### src/rtl/sme_pkg.sv
package sme_pkg;
  localparam int DATA_W = 32;
  localparam int WIDE_W = 2 * DATA_W;

  // Local memory region selector; the numeric value is the region index.
  typedef enum logic [2:0] {
    RG_IN  = 3'd0,
    RG_OUT = 3'd1,
    RG_SIG = 3'd2,
    RG_PER = 3'd3,
    RG_SCL = 3'd4
  } lm_region_e;

  // Scalar slot indices inside the scalar region.
  localparam int SCL_EXC   = 0;
  localparam int SCL_FAC   = 1;
  localparam int SCL_INSZ  = 2;
  localparam int SCL_OUTSZ = 3;
  localparam int SCL_COUNT = 4;

  typedef enum logic [4:0] {
    S_IDLE, S_LDS, S_DISP,
    S_P1_RD, S_P1_ADR, S_P1_SM,
    S_P2_RD, S_P2_MUL, S_P2_DIV, S_P2_WR,
    S_P3_RD, S_P3_ACC,
    S_P4_RA, S_P4_RB, S_P4_CAP, S_P4_SM,
    S_WB, S_DONE
  } eng_state_e;

  function automatic logic [WIDE_W-1:0] wide_mag(input logic [WIDE_W-1:0] v);
    return v[WIDE_W-1] ? (~v + WIDE_W'(1)) : v;
  endfunction

  function automatic logic [DATA_W-1:0] word_mag(input logic [DATA_W-1:0] v);
    return v[DATA_W-1] ? (~v + DATA_W'(1)) : v;
  endfunction

  // Signed 32x32 -> 64 product.
  function automatic logic [WIDE_W-1:0] wide_product(input logic [DATA_W-1:0] a,
                                                     input logic [DATA_W-1:0] b);
    logic signed [WIDE_W-1:0] sa;
    logic signed [WIDE_W-1:0] sb;
    sa = {{DATA_W{a[DATA_W-1]}}, a};
    sb = {{DATA_W{b[DATA_W-1]}}, b};
    return sa * sb;
  endfunction

  // Applies the quotient sign to a magnitude and keeps the low word.
  function automatic logic [DATA_W-1:0] quot_fold(input logic [WIDE_W-1:0] m,
                                                  input logic neg);
    logic [WIDE_W-1:0] s;
    s = neg ? (~m + WIDE_W'(1)) : m;
    return s[DATA_W-1:0];
  endfunction
endpackage

### src/rtl/sme_lm_map.sv
module sme_lm_map
  import sme_pkg::*;
#(
  parameter int LM_WORDS = 40,
  parameter int AW       = 6,
  parameter int IXW      = 4
) (
  input  lm_region_e     region,
  input  logic [IXW-1:0] idx,
  output logic [AW-1:0]  addr
);
  localparam int K = LM_WORDS / 5;

  logic [AW-1:0] base;

  always_comb begin
    unique case (region)
      RG_IN:   base = AW'(0);
      RG_OUT:  base = AW'(K);
      RG_SIG:  base = AW'(2 * K);
      RG_PER:  base = AW'(3 * K);
      default: base = AW'(4 * K);
    endcase
    addr = base + AW'(idx);
  end
endmodule

### src/rtl/sme_divider.sv
module sme_divider
  import sme_pkg::*;
(
  input  logic              clk,
  input  logic              rst_n,
  input  logic              start,
  input  logic [WIDE_W-1:0] dividend,
  input  logic [DATA_W-1:0] divisor,
  output logic              busy,
  output logic              done,
  output logic [DATA_W-1:0] quot
);
  localparam int CW = $clog2(WIDE_W + 1);

  logic [DATA_W:0]   rem_q;
  logic [WIDE_W-1:0] dvd_q;
  logic [WIDE_W-1:0] acc_q;
  logic [DATA_W-1:0] dmag_q;
  logic              neg_q;
  logic [CW-1:0]     cnt_q;

  logic [DATA_W:0]   trial;
  logic              fits;

  always_comb begin
    trial = {rem_q[DATA_W-1:0], dvd_q[WIDE_W-1]};
    fits  = (trial >= {1'b0, dmag_q});
  end

  always_ff @(posedge clk) begin
    if (!rst_n) begin
      rem_q  <= '0;
      dvd_q  <= '0;
      acc_q  <= '0;
      dmag_q <= '0;
      neg_q  <= 1'b0;
      cnt_q  <= '0;
      busy   <= 1'b0;
      done   <= 1'b0;
    end else begin
      done <= 1'b0;
      if (start) begin
        dvd_q  <= wide_mag(dividend);
        dmag_q <= word_mag(divisor);
        neg_q  <= dividend[WIDE_W-1] ^ divisor[DATA_W-1];
        rem_q  <= '0;
        acc_q  <= '0;
        cnt_q  <= '0;
        busy   <= 1'b1;
      end else if (busy) begin
        rem_q <= fits ? (trial - {1'b0, dmag_q}) : trial;
        dvd_q <= dvd_q << 1;
        acc_q <= {acc_q[WIDE_W-2:0], fits};
        cnt_q <= cnt_q + CW'(1);
        if (cnt_q == CW'(WIDE_W - 1)) begin
          busy <= 1'b0;
          done <= 1'b1;
        end
      end
    end
  end

  assign quot = quot_fold(acc_q, neg_q);

  // a finished restoring division leaves a remainder below the divisor.
  a_r4_rem_below_divisor: assert property (@(posedge clk) disable iff (!rst_n)
    done |-> (rem_q < {1'b0, dmag_q}));
  // a new division is never launched over a running one.
  a_r4_start_when_idle: assert property (@(posedge clk) disable iff (!rst_n)
    start |-> !busy);
  // the zero factor case never reaches the divider.
  a_r7_no_zero_divisor: assert property (@(posedge clk) disable iff (!rst_n)
    start |-> (divisor != '0));
endmodule

### src/rtl/synapse_engine.sv
module synapse_engine
  import sme_pkg::*;
#(
  parameter int LM_WORDS = 40,
  parameter int SM_AW    = 32,
  localparam int LM_AW   = $clog2(LM_WORDS)
) (
  input  logic              clk,
  input  logic              rst_n,
  input  logic              start,
  output logic              done,
  output logic              div_err,
  output logic [LM_AW-1:0]  lm_addr,
  output logic              lm_we,
  output logic [31:0]       lm_wdata,
  input  logic [31:0]       lm_rdata,
  output logic              sm_req,
  output logic              sm_we,
  output logic [SM_AW-1:0]  sm_addr,
  output logic [31:0]       sm_wdata,
  input  logic [31:0]       sm_rdata,
  input  logic              sm_ready
);
  localparam int K   = LM_WORDS / 5;
  localparam int IXW = $clog2(K) + 1;

  eng_state_e        state_q;
  logic [IXW-1:0]    idx_q;
  logic [DATA_W-1:0] exc_q;
  logic [DATA_W-1:0] fac_q;
  logic [DATA_W-1:0] insz_q;
  logic [DATA_W-1:0] outsz_q;
  logic [SM_AW-1:0]  sm_addr_q;
  logic [DATA_W-1:0] sm_wdata_q;
  logic [DATA_W-1:0] sig_q;
  logic              err_q;

  // Named internal events.
  logic [DATA_W-1:0] idx_next;
  logic              in_last;
  logic              out_last;
  logic              p1_take;
  logic              p4_take;
  logic              div_start;
  logic              div_busy;
  logic              div_done;
  logic [DATA_W-1:0] div_quot;
  logic [WIDE_W-1:0] product;
  lm_region_e        map_region;
  logic [IXW-1:0]    map_idx;

  assign idx_next  = DATA_W'(idx_q) + DATA_W'(1);
  assign in_last   = (idx_next >= insz_q);
  assign out_last  = (idx_next >= outsz_q);
  assign p1_take   = (state_q == S_P1_SM) && sm_ready;
  assign p4_take   = (state_q == S_P4_SM) && sm_ready;
  assign product   = wide_product(exc_q, lm_rdata);
  assign div_start = (state_q == S_P2_MUL) && (fac_q != '0);

  always_comb begin
    map_region = RG_IN;
    map_idx    = idx_q;
    unique case (state_q)
      S_LDS:   begin
        map_region = RG_SCL;
        map_idx    = (int'(idx_q) >= SCL_COUNT) ? '0 : idx_q;
      end
      S_WB:    begin
        map_region = RG_SCL;
        map_idx    = IXW'(SCL_EXC);
      end
      S_P1_RD: map_region = RG_IN;
      S_P2_RD: map_region = RG_PER;
      S_P2_WR: map_region = RG_SIG;
      S_P3_RD: map_region = RG_SIG;
      S_P4_RA: map_region = RG_OUT;
      S_P4_RB: map_region = RG_SIG;
      default: map_idx    = '0;
    endcase
  end

  sme_lm_map #(
    .LM_WORDS(LM_WORDS),
    .AW      (LM_AW),
    .IXW     (IXW)
  ) u_map (
    .region(map_region),
    .idx   (map_idx),
    .addr  (lm_addr)
  );

  sme_divider u_div (
    .clk     (clk),
    .rst_n   (rst_n),
    .start   (div_start),
    .dividend(product),
    .divisor (fac_q),
    .busy    (div_busy),
    .done    (div_done),
    .quot    (div_quot)
  );

  always_ff @(posedge clk) begin
    if (!rst_n) begin
      state_q    <= S_IDLE;
      idx_q      <= '0;
      exc_q      <= '0;
      fac_q      <= '0;
      insz_q     <= '0;
      outsz_q    <= '0;
      sm_addr_q  <= '0;
      sm_wdata_q <= '0;
      sig_q      <= '0;
      err_q      <= 1'b0;
    end else begin
      unique case (state_q)
        S_IDLE: if (start) begin
          idx_q   <= '0;
          state_q <= S_LDS;
        end
        S_LDS: begin
          unique case (int'(idx_q))
            SCL_EXC + 1:   exc_q   <= lm_rdata;
            SCL_FAC + 1:   fac_q   <= lm_rdata;
            SCL_INSZ + 1:  insz_q  <= lm_rdata;
            SCL_OUTSZ + 1: outsz_q <= lm_rdata;
            default: ;
          endcase
          if (int'(idx_q) == SCL_COUNT) state_q <= S_DISP;
          else idx_q <= idx_q + IXW'(1);
        end
        S_DISP: begin
          idx_q <= '0;
          if (insz_q != '0)       state_q <= S_P1_RD;
          else if (outsz_q != '0) state_q <= S_P2_RD;
          else                    state_q <= S_WB;
        end
        S_P1_RD:  state_q <= S_P1_ADR;
        S_P1_ADR: begin
          sm_addr_q <= lm_rdata[SM_AW-1:0];
          state_q   <= S_P1_SM;
        end
        S_P1_SM: if (sm_ready) begin
          exc_q <= exc_q + sm_rdata;
          if (in_last) begin
            idx_q   <= '0;
            state_q <= (outsz_q != '0) ? S_P2_RD : S_WB;
          end else begin
            idx_q   <= idx_q + IXW'(1);
            state_q <= S_P1_RD;
          end
        end
        S_P2_RD:  state_q <= S_P2_MUL;
        S_P2_MUL: begin
          if (fac_q == '0) begin
            sig_q   <= '0;
            err_q   <= 1'b1;
            state_q <= S_P2_WR;
          end else begin
            state_q <= S_P2_DIV;
          end
        end
        S_P2_DIV: if (div_done) begin
          sig_q   <= div_quot;
          state_q <= S_P2_WR;
        end
        S_P2_WR: begin
          if (out_last) begin
            idx_q   <= '0;
            state_q <= S_P3_RD;
          end else begin
            idx_q   <= idx_q + IXW'(1);
            state_q <= S_P2_RD;
          end
        end
        S_P3_RD:  state_q <= S_P3_ACC;
        S_P3_ACC: begin
          exc_q <= exc_q - lm_rdata;
          if (out_last) begin
            idx_q   <= '0;
            state_q <= S_P4_RA;
          end else begin
            idx_q   <= idx_q + IXW'(1);
            state_q <= S_P3_RD;
          end
        end
        S_P4_RA: state_q <= S_P4_RB;
        S_P4_RB: begin
          sm_addr_q <= lm_rdata[SM_AW-1:0];
          state_q   <= S_P4_CAP;
        end
        S_P4_CAP: begin
          sm_wdata_q <= lm_rdata;
          state_q    <= S_P4_SM;
        end
        S_P4_SM: if (sm_ready) begin
          if (out_last) state_q <= S_WB;
          else begin
            idx_q   <= idx_q + IXW'(1);
            state_q <= S_P4_RA;
          end
        end
        S_WB:    state_q <= S_DONE;
        S_DONE:  state_q <= S_IDLE;
        default: state_q <= S_IDLE;
      endcase
    end
  end

  assign lm_we    = (state_q == S_P2_WR) || (state_q == S_WB);
  assign lm_wdata = (state_q == S_WB) ? exc_q : sig_q;
  assign sm_req   = (state_q == S_P1_SM) || (state_q == S_P4_SM);
  assign sm_we    = (state_q == S_P4_SM);
  assign sm_addr  = sm_addr_q;
  assign sm_wdata = sm_wdata_q;
  assign done     = (state_q == S_DONE);
  assign div_err  = err_q;

  // the completion pulse lasts one clock.
  a_r9_done_single: assert property (@(posedge clk) disable iff (!rst_n)
    done |=> !done);
  // completion always follows the excitation store.
  a_r9_done_after_store: assert property (@(posedge clk) disable iff (!rst_n)
    $rose(done) |-> $past(lm_we) && ($past(lm_addr) == LM_AW'(4 * K)));
  // a stalled shared request holds still.
  a_r10_sm_hold: assert property (@(posedge clk) disable iff (!rst_n)
    (sm_req && !sm_ready) |=> sm_req && $stable(sm_addr) && $stable(sm_we)
                              && $stable(sm_wdata));
  // local writes land only in the signal table or the excitation word.
  a_r11_lm_write_region: assert property (@(posedge clk) disable iff (!rst_n)
    lm_we |-> ((lm_addr >= LM_AW'(2 * K)) && (lm_addr < LM_AW'(3 * K)))
              || (lm_addr == LM_AW'(4 * K)));
  // the divide error flag is sticky.
  a_r7_err_sticky: assert property (@(posedge clk) disable iff (!rst_n)
    div_err |=> div_err);
  // a gather request only occurs for an index below the gather count.
  a_r8_gather_bound: assert property (@(posedge clk) disable iff (!rst_n)
    (sm_req && !sm_we) |-> (DATA_W'(idx_q) < insz_q));
  // a scatter request only occurs for an index below the scatter count.
  a_r6_scatter_bound: assert property (@(posedge clk) disable iff (!rst_n)
    (sm_req && sm_we) |-> (DATA_W'(idx_q) < outsz_q));
  // the divider only runs during the scaling phase.
  a_r4_div_in_phase: assert property (@(posedge clk) disable iff (!rst_n)
    div_busy |-> (state_q == S_P2_DIV));
endmodule

### config.mk
export PLATFORM = sky130hd
export DESIGN_NAME = synapse_engine
export DESIGN_NICKNAME = d
export VERILOG_FILES = /design/src/rtl/sme_pkg.sv /design/src/rtl/sme_lm_map.sv /design/src/rtl/sme_divider.sv /design/src/rtl/synapse_engine.sv
export SDC_FILE = /design/constraint.sdc
export NUM_CORES = 2
export LEC_CHECK = 0
export ABC_AREA = 1
export BUFFER_PORTS_ARGS = -buffer_cell sky130_fd_sc_hd__buf_2
export CAP_MARGIN = 5
export CORE_MARGIN = 2
export CORE_UTILIZATION = 65
export DETAILED_ROUTE_END_ITERATION = 6
export GPL_TIMING_DRIVEN = 0
export MAX_ROUTING_LAYER = met4
export PLACE_DENSITY = 0.83
export SYNTH_ARGS = -nofsm -noshare
export SYNTH_HDL_FRONTEND = slang
export SYNTH_SLANG_ARGS = --single-unit
### constraint.sdc
create_clock -name clk -period 16.8 [get_ports clk]
set_clock_uncertainty 0.1 [all_clocks]
set_input_delay 1.68 -clock clk [delete_from_list [all_inputs] [get_ports clk]]
set_output_delay 1.68 -clock clk [all_outputs]
set_load 0.03 [all_outputs]
==> run_results.csv <==
group,metric,value,unit
status,outcome,"finished with violations",
status,violations,"design-rule violations",
yosys,netlist-cell-type-count,61,
yosys,synth.avg_cell_area,7.158,sq um
clock_tree,cts_tree,"done",
timing,worst_slew_pin_slew,1.460,ns
timing,max_slew_margin,0.02651,
yosys,synth_edf_count,0,
yosys,ys.warnings.count,0,
pwr,power.density,161.3,nW/um^2
timing,holdWs,0.3652,ns
detailed_routing,firstDrtPassIters,7,
clock_tree,cts.repair.resized,0,
timing,setup_viol,0,
clock_tree,h-tree-depth,2,
clock_tree,cts_max_path_buffers,3,
worst_setup_path,startpoint_type,"input pin",
yosys,yosysTopAreaCellShare,0.3412,
global_route,grt_pass1_vias,59890,
global_route,overflow,0,
global_route,grt_pass1_wl,365.9,mm
timing,layout_worst_path_cycle_share,0.7253,
worst_setup_path,crit_path_max_incr_delay,1.02,ns
min_path,hold_path.class,"flip-flop to flip-flop",
layout,final_cells,10440,
detailed_routing,drcViolationCount,3,
layout,n_fill_cell,8284,
placement,dp_hpwl,202.2,mm
die,die_w,316.8,microns
worst_setup_path,crit_type,"input pin to flip-flop",
global_route,antenna_found_initial,20,
placement,globalplace.congestion,1.101,
worst_setup_path,crit_arrival,12.65,ns
worst_setup_path,timing.critical_path.mode_cell,"fa_1",
clock_tree,cts-root-buf,"clkbuf_16",
clock_tree,clk-insertion-delay-late,0.65,ns
clock_tree,cts_sinks,404,
die,io_pins,175,
yosys,syn-num-nets,10310,
pwr,leakagePower,37.55,nW
detailed_routing,drt-total-wl,247.6,mm
clock_tree,cts_buffers,46,
timing,drv_slew,0,
yosys,ys_seq_area_frac,0.1271,
run,maxCapViolCount,0,
detailed_routing,vias_per_cell,5.882,
worst_setup_path,path_delay_family,"adder cells",
timing,max_freq,82.07,MHz
worst_setup_path,path_buf_inv,8,
clock_tree,post_cts_buffers,0,
detailed_routing,detail-route-antenna-nets,0,
worst_setup_path,cp.required,17.27,ns
detailed_routing,wire_per_inst,23.72,microns
yosys,yosys.cell_count.top_type,"nand2_1",
timing,post-route-min-period,12.18,ns
worst_setup_path,crit_slowest_cell,"clkbuf_1",
yosys,ys_top_cells_by_count,"2,423 x nand2_1, 2,097 x inv_1, 1,084 x fa_1",
timing,hold_viol_final,0,
die,fp.coreArea,96850,sq um
detailed_routing,drtIter0Drc,8112,
layout,syn_to_final_growth,6.440,%
clock_tree,clk_pin_slew,0.06,ns
placement,dp_cells,10310,
die,fp.dieArea,100400,sq um
worst_setup_path,r2r_slack,5.28,ns
layout,drive_gt1_frac,0.03879,
worst_setup_path,r2r-start,"exc_q[31]",
placement,dpl_worst_slack,4.402,ns
yosys,syn_inst,8886,
clock_tree,cts_hold_buffers,0,
layout,nets,10510,
placement,numPortBuffers,146,
yosys,synthArstFlopShare,0,
die,die_height,316.8,microns
worst_setup_path,critPathMaxFanout,10,
min_path,hp-start,"u_div.dvd_q[38]",
yosys,ys_seq_elements,404,
worst_setup_path,crit_path_end_kind,"flip-flop",
detailed_routing,num_vias,61400,
worst_setup_path,crit_start,"lm_rdata[2]",
yosys,syn_area,63610,sq um
placement,place_area,66000,sq um
timing,grt_setup_unrepaired,"false",
layout,final_cell_area,67710,sq um
die,num_rows,114,
yosys,ys_top_cells_by_area,"fa_1 34%, nand2_1 14%, dfxtp_1 13%",
yosys,yosysTopAreaCell,"fa_1",
die,start_util,0.6568,
global_route,grt_use_total,0.5138,
pwr,irDropWorstVdd,335.9,uV
yosys,synthFlopType,"dfxtp_1",
global_route,grt_max_degree,19,
timing,fin_ws,4.615,ns
timing,fin_tns_setup,0,ns
-- placed cells by master (no fill, tap or decap), types with 38 or more instances in the layout --
master     instances
nand3_1          208
buf_2            155
clkbuf_16         46
a21oi_1          454
xor2_1           100
fa_1            1084
inv_1           2097
a211oi_1          40
diode_2           38
clkbuf_1         389
nand4_1           82
nor3_1            47
ha_1             268
o211ai_1          44
dfxtp_1          404
nor2_1           516
nand2_1         2423
nor4_1            39
xnor2_1           71
o21ai_0          358
-- stage by stage --
stage / util / total power, mW
after CTS: 0.6976 / 10.55
after floorplan: - / 6.573
after global routing: 0.6988 / 11.56
after detailed placement: 0.6815 / 9.422
final: 0.6991 / 10.92
after global placement: 0.6808 / 9.344
-- per-layer routing --
metal	vias up	part of all wire	global-route usage
li1	26750	-	-
met1	29090	0.35	0.6057
met2	4402	0.41	0.7231
met3	1161	0.15	0.1882
met4	0	0.091	0.3694
met5	-	0	-
-- tightest hold or removal path: stages, from the launching register on --
cell	delay [ns]
dfxtp_1	0.31
nand2_1	0.06
a21oi_1	0.05
-- flip-flops by register name (all words and copies together), names as in the netlist --
name,count
u_div.neg_q,1
u_div.dmag_q,32
insz_q,32
idx_q,4
u_div.rem_q,32
sig_q,32
div_err,1
fac_q,32
u_div.busy,1
u_div.cnt_q,7
u_div.done,1
sm_wdata,32
exc_q,32
sm_addr,32
u_div.dvd_q,64
state_q,5
outsz_q,32
u_div.acc_q,32
-- final cells by class --
| cell class | instances | area (sq um) | share of cell area |
|---|---|---|---|
| flip-flops and latches | 404 | 8088 | 0.1195 |
| diodes | 38 | 95.09 | 0.001404 |
| repair buffers | 154 | 843.3 | 0.01246 |
| clock inverters | 26 | 287.8 | 0.004250 |
| multi-input cells | 5937 | 45910 | 0.6781 |
| clock buffers | 59 | 1270 | 0.01876 |
| plain buffers | 425 | 1655 | 0.02445 |
| inverters | 2120 | 7958 | 0.1175 |
| well taps | 1276 | 1597 | 0.02358 |
-- worst paths after layout --
| kind | endpoint | cells past startpoint |
|---|---|---|
| hold / removal | u_div.dvd_q[38] | 2 |
| hold reg to reg | u_div.dvd_q[38] | 2 |
| setup reg to reg | u_div.dvd_q[61] | 32 |
| setup / recovery | u_div.dvd_q[61] | 31 |
-- logic make-up after synthesis --
kind of cell	Yosys count	share of synthesized area
AND/OR/NAND/NOR	3396	0.2146
multiplexers	20	0.003521
AO/OA/AOI/OAI	992	0.08470
buffers and inverters	2545	0.1511
adder cells (fa/ha/maj)	1352	0.3939
flip-flops	404	0.1271
XOR/XNOR	177	0.02508
-- where the power goes --
group,total [mW],switching (mW),internal [mW]
Combinational,8.83,6.12,2.71
Sequential,1.04,0.0378,1.00
Clock,1.05,0.473,0.578
Power figures use the tool's default switching activity.
